[config.mk]
export PLATFORM = sky130hd
export DESIGN_NAME = hsport_ctrl
export DESIGN_NICKNAME = d
export VERILOG_FILES = /design/src/rtl/hsport_pkg.sv /design/src/rtl/hsport_sync.sv /design/src/rtl/hsport_rx.sv /design/src/rtl/hsport_tx.sv /design/src/rtl/hsport_ctrl.sv
export SDC_FILE = /design/constraint.sdc
export NUM_CORES = 1
export LEC_CHECK = 0
export ABC_AREA = 0
export ABC_CLOCK_PERIOD_IN_PS = 4400
export BUFFER_PORTS_ARGS = -buffer_cell sky130_fd_sc_hd__buf_4
export CORE_AREA = 2 2 80 82
export CTS_BUF_LIST = sky130_fd_sc_hd__clkbuf_2 sky130_fd_sc_hd__clkbuf_4 sky130_fd_sc_hd__clkbuf_8
export CTS_CLUSTER_SIZE = 28
export DETAILED_ROUTE_END_ITERATION = 10
export DIE_AREA = 0 0 82 84
export PLACE_DENSITY_LB_ADDON = 0.08
export SYNTH_ARGS = -nofsm -noshare
export SYNTH_HDL_FRONTEND = slang
export SYNTH_SLANG_ARGS = --single-unit
[constraint.sdc]
create_clock -name clk -period 4.4 [get_ports clk]
set_input_delay 0.44 -clock clk [delete_from_list [all_inputs] [get_ports clk]]
set_output_delay 0.44 -clock clk [all_outputs]
set_load 0.005 [all_outputs]
[src/rtl/hsport_pkg.sv]
package hsport_pkg;

  typedef enum logic [0:0] {
    RX_ARMED = 1'b0,
    RX_HELD  = 1'b1
  } rx_state_t;

  typedef enum logic [1:0] {
    TX_IDLE  = 2'd0,
    TX_LEAD  = 2'd1,
    TX_LOW   = 2'd2,
    TX_DRAIN = 2'd3
  } tx_state_t;

endpackage

[src/rtl/hsport_sync.sv]
module hsport_sync #(
  parameter int             W      = 1,
  parameter int             STAGES = 2,
  parameter logic [W-1:0]   INIT   = '0
) (
  input  logic         clk,
  input  logic         rst_n,
  input  logic [W-1:0] d,
  output logic [W-1:0] q
);

  logic [STAGES-1:0][W-1:0] stg;

  always_ff @(posedge clk) begin
    if (!rst_n) begin
      for (int i = 0; i < STAGES; i++) stg[i] <= INIT;
    end else begin
      stg[0] <= d;
      for (int i = 1; i < STAGES; i++) stg[i] <= stg[i-1];
    end
  end

  assign q = stg[STAGES-1];

endmodule

[src/rtl/hsport_rx.sv]
module hsport_rx
  import hsport_pkg::*;
#(
  parameter int DW = 8
) (
  input  logic          clk,
  input  logic          rst_n,
  input  logic          en,
  input  logic          dav_s,
  input  logic [DW-1:0] din_s,
  input  logic          rx_ready,
  output logic          rx_valid,
  output logic [DW-1:0] rx_data,
  output logic          rdy_o
);

  rx_state_t state;
  logic      dav_q;
  logic      dav_fall;

  // edge seen only after synchronization
  assign dav_fall = dav_q & ~dav_s;

  always_ff @(posedge clk) begin
    if (!rst_n) begin
      state    <= RX_ARMED;
      dav_q    <= 1'b1;
      rx_valid <= 1'b0;
      rx_data  <= '0;
    end else begin
      dav_q <= dav_s;
      if (!en) begin
        state    <= RX_ARMED;
        rx_valid <= 1'b0;
      end else begin
        if (rx_valid && rx_ready) rx_valid <= 1'b0;
        case (state)
          RX_ARMED: begin
            if (dav_fall) begin
              rx_data  <= din_s;
              rx_valid <= 1'b1;
              state    <= RX_HELD;
            end
          end
          RX_HELD: begin
            // re-arm once the strobe is back high and the core holds nothing
            if (dav_s && !rx_valid) state <= RX_ARMED;
          end
          default: state <= RX_ARMED;
        endcase
      end
    end
  end

  assign rdy_o = (state == RX_ARMED);

endmodule

[src/rtl/hsport_tx.sv]
module hsport_tx
  import hsport_pkg::*;
#(
  parameter int DW      = 8,
  parameter int LEAD    = 2,
  parameter int MIN_LOW = 8
) (
  input  logic          clk,
  input  logic          rst_n,
  input  logic          en,
  input  logic          rdy_s,
  input  logic          tx_valid,
  input  logic [DW-1:0] tx_data,
  output logic          tx_ready,
  output logic          tx_busy,
  output logic          dav_o,
  output logic [DW-1:0] dout
);

  localparam int              SPAN      = (LEAD > MIN_LOW) ? LEAD : MIN_LOW;
  localparam int              CW        = $clog2(SPAN + 1);
  localparam logic [CW-1:0]   LEAD_LAST = CW'(LEAD - 1);
  localparam logic [CW-1:0]   LOW_LAST  = CW'(MIN_LOW - 1);

  tx_state_t     state;
  logic [CW-1:0] cnt;

  always_ff @(posedge clk) begin
    if (!rst_n) begin
      state <= TX_IDLE;
      dav_o <= 1'b1;
      dout  <= '0;
      cnt   <= '0;
    end else if (!en) begin
      state <= TX_IDLE;
      dav_o <= 1'b1;
      cnt   <= '0;
    end else begin
      case (state)
        TX_IDLE: begin
          if (tx_valid) begin
            dout  <= tx_data;
            cnt   <= '0;
            state <= TX_LEAD;
          end
        end
        TX_LEAD: begin
          if (cnt >= LEAD_LAST && rdy_s) begin
            dav_o <= 1'b0;
            cnt   <= '0;
            state <= TX_LOW;
          end else if (cnt < LEAD_LAST) begin
            cnt <= cnt + 1'b1;
          end
        end
        TX_LOW: begin
          if (cnt >= LOW_LAST && !rdy_s) begin
            dav_o <= 1'b1;
            state <= TX_DRAIN;
          end else if (cnt < LOW_LAST) begin
            cnt <= cnt + 1'b1;
          end
        end
        TX_DRAIN: begin
          if (rdy_s) state <= TX_IDLE;
        end
        default: state <= TX_IDLE;
      endcase
    end
  end

  assign tx_ready = en && (state == TX_IDLE);
  assign tx_busy  = (state != TX_IDLE);

endmodule

[src/rtl/hsport_ctrl.sv]
module hsport_ctrl #(
  parameter int DW          = 8,
  parameter int SYNC_STAGES = 2,
  parameter int LEAD        = 2,
  parameter int MIN_LOW     = 8
) (
  input  logic          clk,
  input  logic          rst_n,
  input  logic          dir_out,
  input  logic [DW-1:0] port_din,
  output logic [DW-1:0] port_dout,
  output logic          port_oe,
  input  logic          hs_in,
  output logic          hs_out,
  output logic          rx_valid,
  input  logic          rx_ready,
  output logic [DW-1:0] rx_data,
  input  logic          tx_valid,
  output logic          tx_ready,
  input  logic [DW-1:0] tx_data,
  output logic          tx_busy
);

  logic          hs_s;
  logic [DW-1:0] din_s;
  logic          rx_rdy;
  logic          tx_dav;

  hsport_sync #(.W(1), .STAGES(SYNC_STAGES), .INIT(1'b1)) u_sync_hs (
    .clk (clk),
    .rst_n (rst_n),
    .d   (hs_in),
    .q   (hs_s)
  );

  hsport_sync #(.W(DW), .STAGES(SYNC_STAGES), .INIT('0)) u_sync_dat (
    .clk (clk),
    .rst_n (rst_n),
    .d   (port_din),
    .q   (din_s)
  );

  hsport_rx #(.DW(DW)) u_rx (
    .clk      (clk),
    .rst_n    (rst_n),
    .en       (!dir_out),
    .dav_s    (hs_s),
    .din_s    (din_s),
    .rx_ready (rx_ready),
    .rx_valid (rx_valid),
    .rx_data  (rx_data),
    .rdy_o    (rx_rdy)
  );

  hsport_tx #(.DW(DW), .LEAD(LEAD), .MIN_LOW(MIN_LOW)) u_tx (
    .clk      (clk),
    .rst_n    (rst_n),
    .en       (dir_out),
    .rdy_s    (hs_s),
    .tx_valid (tx_valid),
    .tx_data  (tx_data),
    .tx_ready (tx_ready),
    .tx_busy  (tx_busy),
    .dav_o    (tx_dav),
    .dout     (port_dout)
  );

  assign hs_out  = dir_out ? tx_dav : rx_rdy;
  assign port_oe = dir_out;

endmodule

==> flow_summary_export.csv <==
group,metric,value,unit
layout,insertedDiodeCount,0,
synthesis,primary_ff_master_synth,"dfxtp_1",
sta,final_period_util,40.2,%
pwr,report.power.total,0.813,mW
synthesis,seq_area_frac_synth,50.1,%
sta,total_of_endpoints_with_negative_setup_slack_in_the_final_report,0,
layout,fillerInstances,652,
setup_path,critical_path_arrival,1.95,ns
pwr,pwr-share-seq,51.4,%
placement,portBuffers,42,
route,first_iter_violations,71,
pwr,internal_power,0.636,mW
sta,finalWorstSetupSlack,2.63,ns
floorplanning,core_footprint,6100,um2
floorplanning,io-pin-count,43,
pwr,vdd.ir_drop.worst,0.129,mV
clock_network,post_cts.repair.setup_buffers,0,
sta,final.setup_skew,0.00368,ns
route,drt-vias-per-instance,4.44,
sta,min_period,1.77,ns
clock_network,cts_root_buf,"clkbuf_8",
global_routing,globalRoute.totalOverflow,0,
clock_network,worst_skew_pair.late_latency,0.29,ns
sta,hold-worst-slack,0.320,ns
placement,post-dp-hpwl,2.47,mm
setup_path,crit_path_cell_trace,"inv_1 > ha_1 > or4b_4 > a22o_4 > a31oi_2 > nor3b_2",
route,dr_total_vias,1332,
run_status,status,"complete, no violations",
sta,totalNegativeSetupSlack,0,ns
pwr,clock_power_share,40.0,%
global_routing,maximum_number_of_pins_on_one_net_before_global_route_repair,39,
synthesis,post-synth-top-area-cell,"dfxtp_1",
placement,placedInstanceArea,2140,um2
clock_network,max_buffers_root_to_sink,2,
clock_network,cts_tree,"yes",
clock_network,post_cts_resized,0,
synthesis,synth.avg_cell_area,9.77,um2
setup_path,cpLargestDelayFamily,"simple AND/OR/NAND/NOR gates",
synthesis,yosys-top-cells-count,"44 x dfxtp_1, 22 x nand2_1, 18 x and2_1, 11 x nor2b_1, 10 x mux2i_1",
clock_network,ctsHoldBuffers,0,
layout,final_cell_area,2260,um2
setup_path,crit_required,4.58,ns
floorplanning,placement_rows,29,
synthesis,synthesis.instances,180,
synthesis,synth-seq-cells,44,
hold_path,hold_path.class,"input pin to flop",
clock_network,cts.reportedPaths.clkPinSlew,0.08,ns
floorplanning,die_area,6890,um2
global_routing,number_of_global_route_vias_before_repair,1293,
route,route.detailed.wl_per_inst,11.7,um
sta,slew_viol_final,0,
synthesis,edff_count_synth,0,
setup_path,worst_path_largest_cell_delay,0.52,ns
setup_path,top_fanout_value_on_the_critical_path,4,
setup_path,timing.critical_path.from_type,"flop",
layout,drive_above_1_share,25.1,%
sta,max_freq,565,MHz
global_routing,global_route_wire_length_before_repair,5.82,mm
route,drc,0,
synthesis,synth_cell_type_count,34,
global_routing,gr-usage-all-layers,11.0,%
setup_path,path_buf_inv,1,
sta,hold_violations,0,
synthesis,yosys_warnings,0,
global_routing,antenna_found_initial,0,
placement,dpl_worst_slack,2.64,ns
pwr,power_switching_share,21.7,%
synthesis,postSynth.asyncResetShare,0,%
route,final_antenna_net_count,0,
sta,max_slew_margin,62.5,%
clock_network,cts.sink_count,44,
floorplanning,die_w,82,um
pwr,power_frac_comb,8.5,%
setup_path,timing.setup.critical_path_class,"flop to flop",
pwr,power_leakage,0.965,nW
placement,globalplace.congestion,0.818,
layout,nNetsFinal,251,
setup_path,critical_path.slowest_cell,"or4b_4",
route,drt_pre_antenna_iters,4,
setup_path,critPathCaptureType,"flop",
floorplanning,floorplan.die.height,84,um
synthesis,synth_fp_nets,209,
clock_network,numCtsBuffers,5,
sta,grt_setup_unrepaired,"false",
synthesis,synthTopCellsByArea,"dfxtp_1 50%, and2_1 6.4%, mux2i_1 5.7%, ha_1 5.0%, nand2_1 4.7%",
layout,syn2layout_area_growth,28.6,%
run,max-cap-violations,0,
floorplanning,initial_util,28.9,%
pwr,powerDensity,359,nW/um2
synthesis,synth_top_area_share,50.1,%
synthesis,post_synth_instance_area,1760,um2
pwr,total_switching_power,0.176,mW
clock_network,htreeDepth,2,
route,postRouteWirelength,3.50,mm
synthesis,synthMostInstantiatedCell,"dfxtp_1",
sta,worstMarginPinSlew,0.561,ns
-- worst register-to-register path, delay by kind of cell (launching register included) --
| family | cells | cell delay, ns |
|---|---|---|
| buffers and inverters | 1 | 0.07 |
| DFF | 1 | 0.37 |
| AOI/OAI and AO/OA | 2 | 0.46 |
| adders and majority gates | 1 | 0.17 |
| and+or+nand+nor | 2 | 0.58 |
-- sequential cells by signal (all words and copies together) (netlist names) --
register and flops:
u_tx.dout 8, u_rx.state 1, u_sync_hs.stg 1, u_tx.state 2, u_sync_hs.q 1, u_sync_dat.q 8
u_tx.dav_o 1, u_rx.rx_data 8, u_rx.dav_q 1, u_sync_dat.stg 8, u_tx.cnt 4, u_rx.rx_valid 1
-- power groups by stage --
stage | Combinational (mW) | Clock (mW) | Sequential [mW]
6_report | 0.0695 | 0.325 | 0.418
3_5_place_dp | 0.0709 | 0 | 0.427
4_1_cts | 0.0709 | 0.340 | 0.418
2_1_floorplan | 0.0394 | 0 | 0.426
3_3_place_gp | 0.0713 | 0 | 0.428
5_1_grt | 0.0779 | 0.351 | 0.420
-- through the flow --
step                      utilization (%)  std cells
final                                37.1        300
after global routing                 37.1        300
after CTS                            37.1        300
after detailed placement             35.1        292
after global placement               35.1        292
after floorplan                         -        180
-- worst paths after layout --
kind / slack (ns) / from / endpoint / cells after the start
worst min-delay path: 0.32 / hs_in / u_sync_hs.stg[0]$_SDFF_PN1_ / 2
worst min register to register: 0.42 / u_sync_hs.stg[0]$_SDFF_PN1_ / u_sync_hs.q$_SDFF_PN1_ / 1
worst max-delay path: 2.63 / u_tx.cnt[1]$_SDFFE_PN0P_ / u_tx.state[0]$_SDFFE_PN0P_ / 6
worst max register to register: 2.63 / u_tx.cnt[1]$_SDFFE_PN0P_ / u_tx.state[0]$_SDFFE_PN0P_ / 6
-- per-layer routing --
metal  vias to the layer above  routed length, um  GRT usage (%)
met4                         0                 76           5.91
met3                         7                165           2.60
met5                         -                  0              0
met2                        37               1550           16.0
met1                       605               1710           14.7
li1                        683                  -              -
-- kinds of logic after synthesis --
family                   Yosys count  synth area share (%)
AND/OR/NAND/NOR                   74                  23.8
flip-flops                        44                  50.1
AO/OA/AOI/OAI                     30                  12.1
buffers and inverters             15                  3.41
multiplexers                      10                  5.69
adder cells (fa/ha/maj)            7                  4.98
-- layout make-up --
| type | instances | area [um2] | area share (%) |
|---|---|---|---|
| sequential | 44 | 881 | 38.9 |
| multi-input combinational | 121 | 818 | 36.2 |
| timing repair buffer | 42 | 315 | 13.9 |
| tap | 77 | 96.3 | 4.26 |
| clock buffer | 6 | 82.6 | 3.65 |
| clock inverter | 2 | 38.8 | 1.71 |
| inverter | 8 | 30.0 | 1.33 |
-- cell usage in the layout, fill, tap and decap left out, types with 2 or more instances in the layout --
cell / n
a21oi_1: 7
inv_1: 8
nor2_1: 2
nor2b_1: 11
mux2i_1: 10
and2_1: 18
clkbuf_8: 6
ha_1: 7
nand3_1: 3
nand2_1: 22
dfxtp_1: 44
nand2b_1: 7
buf_4: 42
nand4_1: 4
o21ai_0: 4
a21boi_1: 8
Power figures use the tool's default switching activity.
